[config.mk]
export PLATFORM = sky130hd
export DESIGN_NAME = wdog_seq
export DESIGN_NICKNAME = d
export VERILOG_FILES = /design/src/rtl/wdog_pkg.sv /design/src/rtl/wdog_regs.sv /design/src/rtl/wdog_feed.sv /design/src/rtl/wdog_cnt.sv /design/src/rtl/wdog_seq.sv
export SDC_FILE = /design/constraint.sdc
export NUM_CORES = 1
export LEC_CHECK = 0
export BUFFER_PORTS_ARGS = -buffer_cell sky130_fd_sc_hd__buf_2
export CORE_MARGIN = 2
export CORE_UTILIZATION = 60
export CTS_BUF_LIST = sky130_fd_sc_hd__clkbuf_4
export DETAILED_ROUTE_END_ITERATION = 10
export PLACE_DENSITY = 0.84
export SKIP_CTS_REPAIR_TIMING = 1
export SLEW_MARGIN = 30
export SYNTH_ARGS = -nofsm -noshare
export SYNTH_HDL_FRONTEND = slang
export SYNTH_SLANG_ARGS = --single-unit
[constraint.sdc]
create_clock -name clk_i -period 3.6 [get_ports clk_i]
set_input_delay 0.54 -clock clk_i [delete_from_list [all_inputs] [get_ports clk_i]]
set_output_delay 0.54 -clock clk_i [all_outputs]
set_load 0.005 [all_outputs]
[src/rtl/wdog_pkg.sv]
package wdog_pkg;
  localparam int unsigned DATA_W = 32;
  localparam int unsigned ADDR_W = 4;

  localparam logic [ADDR_W-1:0] OFF_MODE  = 4'h0;
  localparam logic [ADDR_W-1:0] OFF_CONST = 4'h4;
  localparam logic [ADDR_W-1:0] OFF_FEED  = 4'h8;
  localparam logic [ADDR_W-1:0] OFF_CNT   = 4'hC;

  localparam int unsigned BIT_EN   = 0;
  localparam int unsigned BIT_RST  = 1;
  localparam int unsigned BIT_TOF  = 2;
  localparam int unsigned BIT_INT  = 3;

  localparam logic [DATA_W-1:0] KEY_FIRST  = 32'h0000_00AA;
  localparam logic [DATA_W-1:0] KEY_SECOND = 32'h0000_0055;
  localparam logic [DATA_W-1:0] CONST_MIN  = 32'h0000_00FF;

  typedef enum logic [1:0] {
    FS_IDLE = 2'd0,
    FS_HALF = 2'd1,
    FS_POST = 2'd2
  } feed_st_e;
endpackage

[src/rtl/wdog_regs.sv]
module wdog_regs
  import wdog_pkg::*;
#(
  parameter int unsigned DW = DATA_W,
  parameter int unsigned AW = ADDR_W
) (
  input  logic          clk_i,
  input  logic          rst_ni,
  input  logic          sel_i,
  input  logic          we_i,
  input  logic [AW-1:0] addr_i,
  input  logic [DW-1:0] wdata_i,
  input  logic          expire_evt_i,
  input  logic [DW-1:0] cnt_i,
  output logic          en_o,
  output logic          rst_en_o,
  output logic          int_o,
  output logic [DW-1:0] const_o,
  output logic          feed_wr_o,
  output logic [DW-1:0] rdata_o
);
  logic wr, mode_wr, const_wr;
  logic en_q, rst_en_q, tof_q, int_q;
  logic [DW-1:0] const_q;

  assign wr        = sel_i & we_i;
  assign mode_wr   = wr && (addr_i == OFF_MODE);
  assign const_wr  = wr && (addr_i == OFF_CONST);
  assign feed_wr_o = wr && (addr_i == OFF_FEED);

  always_ff @(posedge clk_i or negedge rst_ni) begin
    if (!rst_ni) begin
      en_q     <= 1'b0;
      rst_en_q <= 1'b0;
      tof_q    <= 1'b0;
      int_q    <= 1'b0;
      const_q  <= CONST_MIN;
    end else begin
      if (mode_wr) begin
        en_q     <= en_q | wdata_i[BIT_EN];
        rst_en_q <= wdata_i[BIT_RST];
      end
      // set beats clear
      if (expire_evt_i)  tof_q <= 1'b1;
      else if (mode_wr)  tof_q <= 1'b0;
      if (expire_evt_i)  int_q <= 1'b1;
      if (const_wr)      const_q <= (wdata_i < CONST_MIN) ? CONST_MIN : wdata_i;
    end
  end

  always_comb begin
    rdata_o = '0;
    unique case (addr_i)
      OFF_MODE: begin
        rdata_o[BIT_EN]  = en_q;
        rdata_o[BIT_RST] = rst_en_q;
        rdata_o[BIT_TOF] = tof_q;
        rdata_o[BIT_INT] = int_q;
      end
      OFF_CONST: rdata_o = const_q;
      OFF_CNT:   rdata_o = cnt_i;
      default:   rdata_o = '0;
    endcase
  end

  assign en_o     = en_q;
  assign rst_en_o = rst_en_q;
  assign int_o    = int_q;
  assign const_o  = const_q;
endmodule

[src/rtl/wdog_feed.sv]
module wdog_feed
  import wdog_pkg::*;
#(
  parameter int unsigned DW = DATA_W
) (
  input  logic          clk_i,
  input  logic          rst_ni,
  input  logic          active_i,
  input  logic          feed_wr_i,
  input  logic [DW-1:0] wdata_i,
  output logic          feed_ok_o,
  output logic          feed_bad_o
);
  feed_st_e st_q, st_d;
  logic take;

  assign take = feed_wr_i & active_i;

  always_comb begin
    st_d       = st_q;
    feed_ok_o  = 1'b0;
    feed_bad_o = 1'b0;
    if (take) begin
      unique case (st_q)
        FS_IDLE: if (wdata_i == KEY_FIRST) st_d = FS_HALF;
        FS_HALF: begin
          if (wdata_i == KEY_SECOND) begin
            st_d      = FS_POST;
            feed_ok_o = 1'b1;
          end else begin
            st_d = FS_IDLE;
          end
        end
        FS_POST: begin
          if (wdata_i == KEY_FIRST) begin
            st_d = FS_HALF;
          end else begin
            st_d       = FS_IDLE;
            feed_bad_o = 1'b1;
          end
        end
        default: st_d = FS_IDLE;
      endcase
    end
  end

  always_ff @(posedge clk_i or negedge rst_ni) begin
    if (!rst_ni) st_q <= FS_IDLE;
    else         st_q <= st_d;
  end
endmodule

[src/rtl/wdog_cnt.sv]
module wdog_cnt
  import wdog_pkg::*;
#(
  parameter int unsigned CW       = DATA_W,
  parameter int unsigned TICK_DIV = 4
) (
  input  logic          clk_i,
  input  logic          rst_ni,
  input  logic          tick_i,
  input  logic          feed_ok_i,
  input  logic          feed_bad_i,
  input  logic [CW-1:0] const_i,
  output logic [CW-1:0] cnt_o,
  output logic          running_o,
  output logic          expired_o,
  output logic          expire_evt_o
);
  localparam int unsigned PW = (TICK_DIV > 1) ? $clog2(TICK_DIV) : 1;
  localparam logic [PW-1:0] P_LAST = PW'(TICK_DIV - 1);

  logic [PW-1:0] pre_q;
  logic [CW-1:0] cnt_q;
  logic run_q, exp_q, step;

  assign step         = run_q && tick_i && (pre_q == P_LAST);
  assign expire_evt_o = !exp_q && (feed_bad_i || (step && cnt_q == '0));

  always_ff @(posedge clk_i or negedge rst_ni) begin
    if (!rst_ni) begin
      pre_q <= '0;
      cnt_q <= CONST_MIN[CW-1:0];
      run_q <= 1'b0;
      exp_q <= 1'b0;
    end else if (expire_evt_o) begin
      exp_q <= 1'b1;
      cnt_q <= '0;
    end else if (!exp_q) begin
      if (feed_ok_i) begin
        cnt_q <= const_i;
        pre_q <= '0;
        run_q <= 1'b1;
      end else if (!run_q) begin
        cnt_q <= const_i;
      end else if (tick_i) begin
        if (pre_q == P_LAST) begin
          pre_q <= '0;
          cnt_q <= cnt_q - 1'b1;
        end else begin
          pre_q <= pre_q + 1'b1;
        end
      end
    end
  end

  assign cnt_o     = cnt_q;
  assign running_o = run_q;
  assign expired_o = exp_q;
endmodule

[src/rtl/wdog_seq.sv]
module wdog_seq
  import wdog_pkg::*;
#(
  parameter int unsigned DW       = DATA_W,
  parameter int unsigned AW       = ADDR_W,
  parameter int unsigned TICK_DIV = 4
) (
  input  logic          clk_i,
  input  logic          rst_ni,
  input  logic          wd_tick_i,
  input  logic          bus_sel_i,
  input  logic          bus_we_i,
  input  logic [AW-1:0] bus_addr_i,
  input  logic [DW-1:0] bus_wdata_i,
  output logic [DW-1:0] bus_rdata_o,
  output logic          irq_o,
  output logic          rst_req_o
);
  logic en, rst_en, int_f, feed_wr, feed_ok, feed_bad;
  logic running, expired, expire_evt, rst_req_q;
  logic [DW-1:0] const_q, cnt;

  wdog_regs #(.DW(DW), .AW(AW)) u_regs (
    .clk_i(clk_i), .rst_ni(rst_ni), .sel_i(bus_sel_i), .we_i(bus_we_i),
    .addr_i(bus_addr_i), .wdata_i(bus_wdata_i), .expire_evt_i(expire_evt),
    .cnt_i(cnt), .en_o(en), .rst_en_o(rst_en), .int_o(int_f),
    .const_o(const_q), .feed_wr_o(feed_wr), .rdata_o(bus_rdata_o)
  );

  wdog_feed #(.DW(DW)) u_feed (
    .clk_i(clk_i), .rst_ni(rst_ni), .active_i(en & ~expired),
    .feed_wr_i(feed_wr), .wdata_i(bus_wdata_i),
    .feed_ok_o(feed_ok), .feed_bad_o(feed_bad)
  );

  wdog_cnt #(.CW(DW), .TICK_DIV(TICK_DIV)) u_cnt (
    .clk_i(clk_i), .rst_ni(rst_ni), .tick_i(wd_tick_i),
    .feed_ok_i(feed_ok), .feed_bad_i(feed_bad), .const_i(const_q),
    .cnt_o(cnt), .running_o(running), .expired_o(expired),
    .expire_evt_o(expire_evt)
  );

  always_ff @(posedge clk_i or negedge rst_ni) begin
    if (!rst_ni) rst_req_q <= 1'b0;
    else if (expire_evt && rst_en) rst_req_q <= 1'b1;
  end

  assign rst_req_o = rst_req_q;
  assign irq_o     = int_f;
endmodule

# Yosys cells after proc, flatten, opt, wreduce, memory -nomap -nowiden
# Index checks and enable logic that the tools add are counted.
[word_totals]
ff_bits = 74
word_cells = 76
in_bits = 41
output_inout_bits = 34
[op_classes]
n_eq_ne = 12
n_mux = 25
n_bitwise = 6
n_addsub = 2
magnitude_cmp = 1
reduce_logical = 20
[op_table]
columns = ["op", "n"]
rows = [
  ["2-to-1 mux 32 bit", 7],
  ["case mux 28 bit (2 select lines)", 1],
  ["== test 32 x 7 -> 1 bit (second input constant)", 1],
  ["== test 32 x 8 -> 1 bit (second input constant)", 1],
  ["zero test 32 bit", 1],
  ["less-than comparator 32 x 8 -> 1 bit (second input constant)", 1],
  ["subtractor 32 x 1 -> 32 bit (second input constant)", 1],
  ["2-to-1 mux 2 bit", 6],
  ["case mux 4 bit (3 select lines)", 1],
  ["2-to-1 mux 1 bit", 9],
  ["== test 4 bit (second input constant)", 2],
  ["logical AND 1 bit", 8],
  ["!= test 4 bit (second input constant)", 2],
  ["case mux 2 bit (3 select lines)", 1],
  ["AND reduction 3 bit", 2],
  ["nonzero test 2 bit", 3],
  ["== test 2 bit (second input constant)", 2],
  ["== test 4 x 3 -> 1 bit (second input constant)", 1],
  ["zero test 4 bit", 1],
  ["AND reduction 4 bit", 1],
  ["bitwise AND 1 bit", 3],
  ["adder 2 x 1 -> 2 bit (second input constant)", 1],
  ["== test 2 x 1 -> 1 bit (second input constant)", 1],
  ["zero test 2 bit", 1],
  ["7 further kinds", 8],
]

# Depth between registers and ports, before layout
# Gate-level depths: netlist of the first run.
[logic_depth]
word_depth = 8
mapped_depth = 10
ltp_nobuf = 8

# Cells and area by module
# A second synthesis of the first run with hierarchy kept.
[hier_totals]
cells_unflattened = 509
hier_area_um2 = 4433.0
[by_module_without_submodules]
columns = ["module", "seq_area_each_um2", "cells_each", "area_per_inst_um2", "n_inst"]
rows = [
  ["wdog_cnt", 910.9, 268, 2299.7, 1],
  ["wdog_regs", 910.9, 211, 1821.7, 1],
  ["wdog_feed", 50.0, 27, 272.8, 1],
  ["wdog_seq", 25.0, 3, 38.8, 1],
]

# Worst setup path after synthesis of the first run
# Ideal clock, no wire load.
[synth_path]
path_kind = "input-to-reg"
start = "input bus_wdata_i[21]"
end = "register u_cnt.cnt_q[18], in the netlist u_cnt.cnt_o[18]"
setup_ps = 120
setup_slack_ps = 1138
n_path_buf = 0
t_required_ps = 3480
arrival_ps = 2341
path_stages = 6
cell_sequence = "nor4_2 > nand4_2 > o311ai_4 > o41ai_4 > or4b_1 > o211a_1"
[synth_via]
elab_chain_len = 8
word_cells_on_any_way = 17
cone_classes = "eq/ne: 5; mux: 9; reduce/logical: 3"
[synth_lines]
columns = ["item", "line", "text"]
rows = [
  ["from (decl)", "wdog_seq.sv:14", "input logic [DW-1:0] bus_wdata_i,"],
  ["== test 32 x 8 -> 1 bit", "wdog_feed.sv:35", "if (wdata_i == KEY_FIRST) begin"],
  ["2-to-1 mux 1 bit", "wdog_feed.sv:35", ""],
  ["2-to-1 mux 1 bit", "wdog_feed.sv:24", "unique case (st_q)"],
  ["2-to-1 mux 1 bit", "wdog_feed.sv:23", "if (take) begin"],
  ["logical OR 1 bit", "wdog_cnt.sv:26", "assign expire_evt_o = !exp_q && (feed_bad_i || (step && cnt_q == '0));"],
  ["logical AND 1 bit", "wdog_cnt.sv:26", ""],
  ["!= test 4 bit (no line) or != test 2 bit (tied branches)", "-", ""],
  ["AND reduction 3 bit (no line)", "-", ""],
  ["to (signal assigned)", "wdog_cnt.sv:31", "cnt_q <= CONST_MIN[CW-1:0];"],
  ["to (signal assigned)", "wdog_cnt.sv:39", "cnt_q <= const_i;"],
  ["to (signal assigned)", "wdog_cnt.sv:43", "cnt_q <= const_i;"],
  ["to (decl)", "wdog_cnt.sv:22", "logic [CW-1:0] cnt_q;"],
]
# Several ways; a longest one is shown, not always the timed one. The select of a mux whose other input is x is not followed.
# A chain may end at the register's enable or synchronous reset.

# Final worst setup path of the first run
[layout_path]
start = "register u_cnt.cnt_q[0], in the netlist u_cnt.cnt_o[0]"
end = "register u_cnt.cnt_q[14], in the netlist u_cnt.cnt_o[14]"
[layout_via]
elab_chain_len = 7
word_cells_on_any_way = 15
cone_classes = "add/sub: 1; eq/ne: 3; mux: 6; reduce/logical: 5"
[layout_lines]
columns = ["item", "line", "text"]
rows = [
  ["subtractor 32 x 1 -> 32 bit", "wdog_cnt.sv:47", "cnt_q <= cnt_q - 1'b1;"],
  ["2-to-1 mux 32 bit", "wdog_cnt.sv:45", "if (pre_q == P_LAST) begin"],
  ["2-to-1 mux 32 bit", "wdog_cnt.sv:44", "end else if (tick_i) begin"],
  ["2-to-1 mux 32 bit", "wdog_cnt.sv:42", "end else if (!run_q) begin"],
  ["2-to-1 mux 32 bit", "wdog_cnt.sv:38", "if (feed_ok_i) begin"],
  ["2-to-1 mux 32 bit", "wdog_cnt.sv:37", "end else if (!exp_q) begin"],
  ["2-to-1 mux 32 bit", "wdog_cnt.sv:34", "end else if (expire_evt_o) begin"],
]
# Several ways; a longest one is shown, not always the timed one. The select of a mux whose other input is x is not followed.

==> results of run 1 <==
Yosys cell counts, drive strengths merged (5+ instances only):
cell / n / area, µm²
inv: 10 / 37.5
nor2b: 5 / 31.3
o31ai: 7 / 52.6
a22o: 31 / 272
o41ai: 5 / 81.3
nand3: 8 / 40.0
mux2: 25 / 282
dfrtp: 58 / 1450
and3: 5 / 32.5
o21ai: 13 / 87.6
nor3: 16 / 90.1
buf: 16 / 95.1
nor2: 42 / 168
nand2: 22 / 82.6
or2: 6 / 40.0
o22ai: 14 / 87.6
or3: 7 / 48.8
a21oi: 43 / 215
dfstp: 16 / 420
clkbuf: 16 / 61.3
nand4: 8 / 56.3
nor4: 19 / 178
power by group through the flow:
stage | logic [W] | registers, W | clock network, W
floorplan | 0.000335 | 0.00114 | 0
global placement | 0.000433 | 0.00121 | 0
detailed placement | 0.000453 | 0.00122 | 0
CTS | 0.000457 | 0.00121 | 0.000606
global route | 0.000514 | 0.00124 | 0.000639
finish | 0.000459 | 0.00122 | 0.000609
worst min path at each step:
stage,to,cells after the start,slack [ps],start
floorplan,rst_req_o,0,240,rst_ni
global placement,rst_req_o,1,450,rst_req_o
detailed placement,rst_req_o,1,450,rst_req_o
CTS,u_cnt.cnt_o[19],1,130,rst_ni
global route,u_regs.const_o[23],1,160,rst_ni
finish,u_cnt.cnt_o[19],1,110,rst_ni
layout by cell type (no fill, tap or decap), types with 8 or more instances in the layout:
cell / netlist / final
clkbuf_4: 0 / 11
o21ai_0: 8 / 8
nand3_1: 8 / 8
a21oi_1: 43 / 43
nor3_1: 14 / 14
inv_1: 10 / 10
nor4_1: 11 / 11
buf_4: 3 / 13
dfstp_2: 16 / 16
nor2_1: 40 / 39
mux2_2: 25 / 25
dfrtp_1: 58 / 58
buf_2: 7 / 74
nand2_1: 22 / 22
a22o_1: 31 / 31
o22ai_1: 14 / 14
final cells by class:
cell class | instances | area share
sequential | 74 | 0.369
clock inverter | 5 | 0.0155
multi-input combinational | 339 | 0.475
tap | 99 | 0.0244
inverter | 10 | 0.00740
clock buffer | 11 | 0.0163
timing repair buffer | 87 | 0.0922
layer usage:
metal  global-route usage  vias to the layer above
li1                     -                     1883
met1                0.445                     2072
met2                0.500                      259
met3               0.0526                       30
met4                0.105                        0
met5                    0                        -
state kept, by name (all words and copies together), names as in the netlist:
| signal | count |
|---|---|
| rst_req_o | 1 |
| u_cnt.cnt_o | 32 |
| u_cnt.expired_o | 1 |
| u_cnt.pre_q | 2 |
| u_cnt.running_o | 1 |
| u_feed.st_q | 2 |
| u_regs.const_o | 32 |
| u_regs.en_o | 1 |
| u_regs.rst_en_o | 1 |
| u_regs.tof_q | 1 |
logic make-up (layout without fill, tap and decap cells):
group	count (synthesis)	in the layout	synth area share
compound gates	147	147	0.247
fa+ha+maj	2	2	0.00559
buf+inv	42	113	0.0433
flops	74	74	0.418
mux	29	29	0.0719
simple gates	161	161	0.213
metrics by stage:
stage	utilization	hold slack [ps]	total power, W	area, µm²	setup slack (ps)
floorplan	-	244	0.00148	4470	1140
global placement	0.677	446	0.00165	4910	769
detailed placement	0.677	448	0.00168	4910	659
CTS	0.700	135	0.00227	5070	756
global route	0.700	160	0.00239	5070	534
finish	0.700	114	0.00228	5070	715
==> flow_summary.json, run 1 <==
{
  "num_vias": 4244,
  "dieArea_um2": 8160,
  "die_y_um": 90.4,
  "ioPinCount": 75,
  "syn_inst": 455,
  "total_leakage_power_nw": 2.25,
  "nFillCells": 565,
  "htree_levels": 3,
  "setup_tns_ps": 0,
  "period_share": 0.801,
  "regArea_um2": 1870,
  "wl_met3_mm": 1.16,
  "net-switching-power_w": 0.000740,
  "p_int_w": 0.00154,
  "power_frac_comb": 0.201,
  "arrival_ps": 3210,
  "setup_viol": 0,
  "multiInputGateArea_um2": 2410,
  "place_inst": 609,
  "core_area_um2": 7250,
  "area.growth.synth_to_final_pct": 13.4,
  "routed.top_layer": "met4",
  "syn_nets": 498,
  "skew_ps": 13.7,
  "final_cells": 625,
  "cts.sinks": 74,
  "route.detailed.drc": 0,
  "r2r_start": "u_cnt.cnt_o[0]",
  "wl_met2_mm": 5.79,
  "numCtsBuffers": 9,
  "firstDrtPassIters": 5,
  "startpoint": "u_cnt.cnt_o[0]",
  "maxCapViolations": 0,
  "crit_buf_inv": 1,
  "reg2reg_depth": 8,
  "cts.reportedPaths.clkPinSlew_ps": 130,
  "r2r_setup_slack_ps": 710,
  "finalWirelength_mm": 12.5,
  "slew_violations": 0,
  "crit_required_ps": 3920,
  "avgSynthCellArea_um2": 9.83,
  "grt_usage": 0.316,
  "grt_pass1_wl_mm": 20.9,
  "syn_area_um2": 4470,
  "critPathMaxFanout": 14,
  "drive_gt1_frac": 0.329,
  "antenna_cells": 0,
  "wl_per_cell_um": 20.0,
  "ant_nets": 0,
  "start_kind": "register",
  "cp-end-kind": "register",
  "gp_congestion": 0.899,
  "clkLatencyLatePin_ps": 440,
  "viasPerCell": 6.79,
  "ys_types": 69,
  "dpl.hpwl_mm": 8.79,
  "ir_worst_vdd_mv": 0.285,
  "drtIter0Drc": 527,
  "max_slew_margin": 0.401,
  "power_frac_seq": 0.532,
  "power.density_nw_per_um2": 450,
  "ys.flop_type": "dfrtp_1",
  "crit_type": "reg2reg",
  "yosys_warnings": 0,
  "hold_class": "in2async",
  "finalHoldViolCount": 0,
  "cts_root_buffer": "clkbuf_4",
  "port_buffers": 74,
  "ys_seq_area_frac": 0.418,
  "drt-met1-wl_mm": 5.29,
  "critical-path-top-delay-family": "simple AND/OR/NAND/NOR gates",
  "start_util": 0.617,
  "grt-ovfl-total": 0,
  "dieWidth_um": 90.4,
  "slowest_stage": "o21ai_4",
  "sw_frac_of_total": 0.324,
  "worst-path-stages": 8,
  "crit_chain": "inv_1 -> ha_1 -> nor3b_1 -> nand4_1 -> or2_0 -> o21ai_4 -> nor2_2 -> a221o_1",
  "fin_crit_ps": 2890,
  "crit_end": "u_cnt.cnt_o[14]",
  "synth_edf_count": 0,
  "grt_max_degree": 43,
  "cp_slowest_stage_delay_ps": 540,
  "synth-seq-cells": 74,
  "rsz0062_at_grt": "no",
  "synthArstFlopShare": 1.00,
  "antenna_found_initial": 0,
  "regToRegEndpoint": "u_cnt.cnt_o[14]",
  "tightest_slew_ps": 890,
  "max_freq_mhz": 347,
  "cts_tree": "built",
  "clk_path_buf_depth": 2,
  "rows": 31,
  "status": "finished, final reports clean",
  "nNetsFinal": 564,
  "clockPowerShare": 0.267,
  "grt_pass1_vias": 4148
}
Note: power is estimated with default switching activity, not from simulation.
==> run 2, diff against run 1 <==
- CORE_UTILIZATION: 60 -> 59
- PLACE_DENSITY: 0.84 -> 0.83
- clock period: 3.6 -> 2.9 ns (I/O delays scaled with it)
==> flow_summary.json, run 2 (synthesis results as in run 1) <==
{
  "start_util": 0.614,
  "ant_nets": 0,
  "die_y_um": 91.1,
  "period_share": 0.944,
  "place_area_um2": 5020,
  "fin_crit_ps": 2740,
  "slew_violations": 0,
  "clk_path_buf_depth": 2,
  "numCtsBuffers": 9,
  "dieArea_um2": 8300,
  "stdcell_area_um2": 5140,
  "gp_congestion": 0.885,
  "finalWirelength_mm": 12.5,
  "slowest_stage": "nor4_1",
  "power_frac_seq": 0.563,
  "p_int_w": 0.00174,
  "cts_tree": "built",
  "max_slew_margin": 0.467,
  "crit_type": "reg2reg",
  "hold_class": "in2async",
  "core_area_um2": 7290,
  "ir_worst_vdd_mv": 0.359,
  "max_freq_mhz": 365,
  "skew_ps": 17.9,
  "num_vias": 4218,
  "maxCapViolations": 0,
  "r2r_setup_slack_ps": 160,
  "rsz0062_at_grt": "no",
  "setup_viol": 0,
  "regToRegEndpoint": "u_cnt.cnt_o[28]",
  "crit_buf_inv": 0,
  "start_kind": "register",
  "wl_per_cell_um": 19.6,
  "hold-worst-slack_ps": -18.7,
  "firstDrtPassIters": 5,
  "area.growth.synth_to_final_pct": 14.9,
  "r2r_start": "u_cnt.cnt_o[15]",
  "total_leakage_power_nw": 2.29,
  "cp-end-kind": "register",
  "grt_pass1_wl_mm": 20.6,
  "antenna_cells": 0,
  "final_cell_mix": "buf_2 (74), dfrtp_1 (58), a21oi_1 (43)",
  "violations": "negative hold slack",
  "clockPowerShare": 0.217,
  "grt_usage": 0.312,
  "tightest_slew_ps": 793,
  "dpl.hpwl_mm": 8.93,
  "fin_ws_ps": 163,
  "power_w": 0.00266,
  "drive_gt1_frac": 0.340,
  "nNetsFinal": 574,
  "startpoint": "u_cnt.cnt_o[15]",
  "route.detailed.drc": 0,
  "sw_frac_of_total": 0.345,
  "crit_required_ps": 3210,
  "power.density_nw_per_um2": 517,
  "reg2reg_depth": 6,
  "cts.sinks": 74,
  "critical-path-top-delay-family": "simple AND/OR/NAND/NOR gates",
  "setup_tns_ps": 0,
  "crit_chain": "nor4_1 -> nand4_1 -> or2_0 -> o41ai_4 -> o21ba_2 -> o22ai_1",
  "rows": 31,
  "htree_levels": 3,
  "viasPerCell": 6.64,
  "antenna_found_initial": 0,
  "power_frac_comb": 0.220,
  "status": "complete, but fails checks",
  "grt-ovfl-total": 0,
  "finalHoldViolCount": 19,
  "final_common_cell": "buf_2",
  "drtIter0Drc": 385,
  "arrival_ps": 3050,
  "grt_max_degree": 51,
  "dieWidth_um": 91.1,
  "critPathMaxFanout": 11,
  "clkLatencyLatePin_ps": 440,
  "cts_root_buffer": "clkbuf_4",
  "port_buffers": 74,
  "grt_pass1_vias": 4148,
  "cts.reportedPaths.clkPinSlew_ps": 130,
  "ioPinCount": 75,
  "pre_cts_slack_ps": 115,
  "cp_slowest_stage_delay_ps": 530,
  "net-switching-power_w": 0.000918
}
[run 2: worst max-delay path by stage]
stage / endpoint / slack [ps] / cells after the start
final: u_cnt.cnt_o[28] / 160 / 6
after global placement: u_cnt.cnt_o[18] / 180 / 7
after floorplan: u_cnt.cnt_o[18] / 540 / 6
after global routing: u_cnt.cnt_o[19] / 60 / 6
after detailed placement: u_cnt.cnt_o[18] / 120 / 7
after CTS: u_cnt.cnt_o[28] / 240 / 6
[run 2: power groups by stage]
stage          clock (W)  combinational [W]  sequential (W)
3_3_place_gp           0           0.000549         0.00150
6_report        0.000578           0.000585         0.00150
5_1_grt         0.000636           0.000651         0.00153
3_5_place_dp           0           0.000583         0.00150
2_1_floorplan          0           0.000415         0.00142
4_1_cts         0.000585           0.000584         0.00149
[run 2: metal layers]
layer,track usage,share of wire
met5,0,0
met4,0.122,0.023
met3,0.0797,0.092
met2,0.462,0.46
met1,0.439,0.43
[run 2: per-stage QoR]
step,utilization,std cells
2_1_floorplan,-,455
3_3_place_gp,0.689,619
3_5_place_dp,0.689,619
4_1_cts,0.705,635
5_1_grt,0.705,635
6_report,0.705,635
[run 2: layout make-up]
cell class	instances	area, µm²
well taps	99	124
multi-input cells	339	2410
repair buffers	97	581
clock inverters	6	42.5
inverters	10	37.5
clock buffers	10	75.1
flip-flops and latches	74	1870
fillers	576	2150
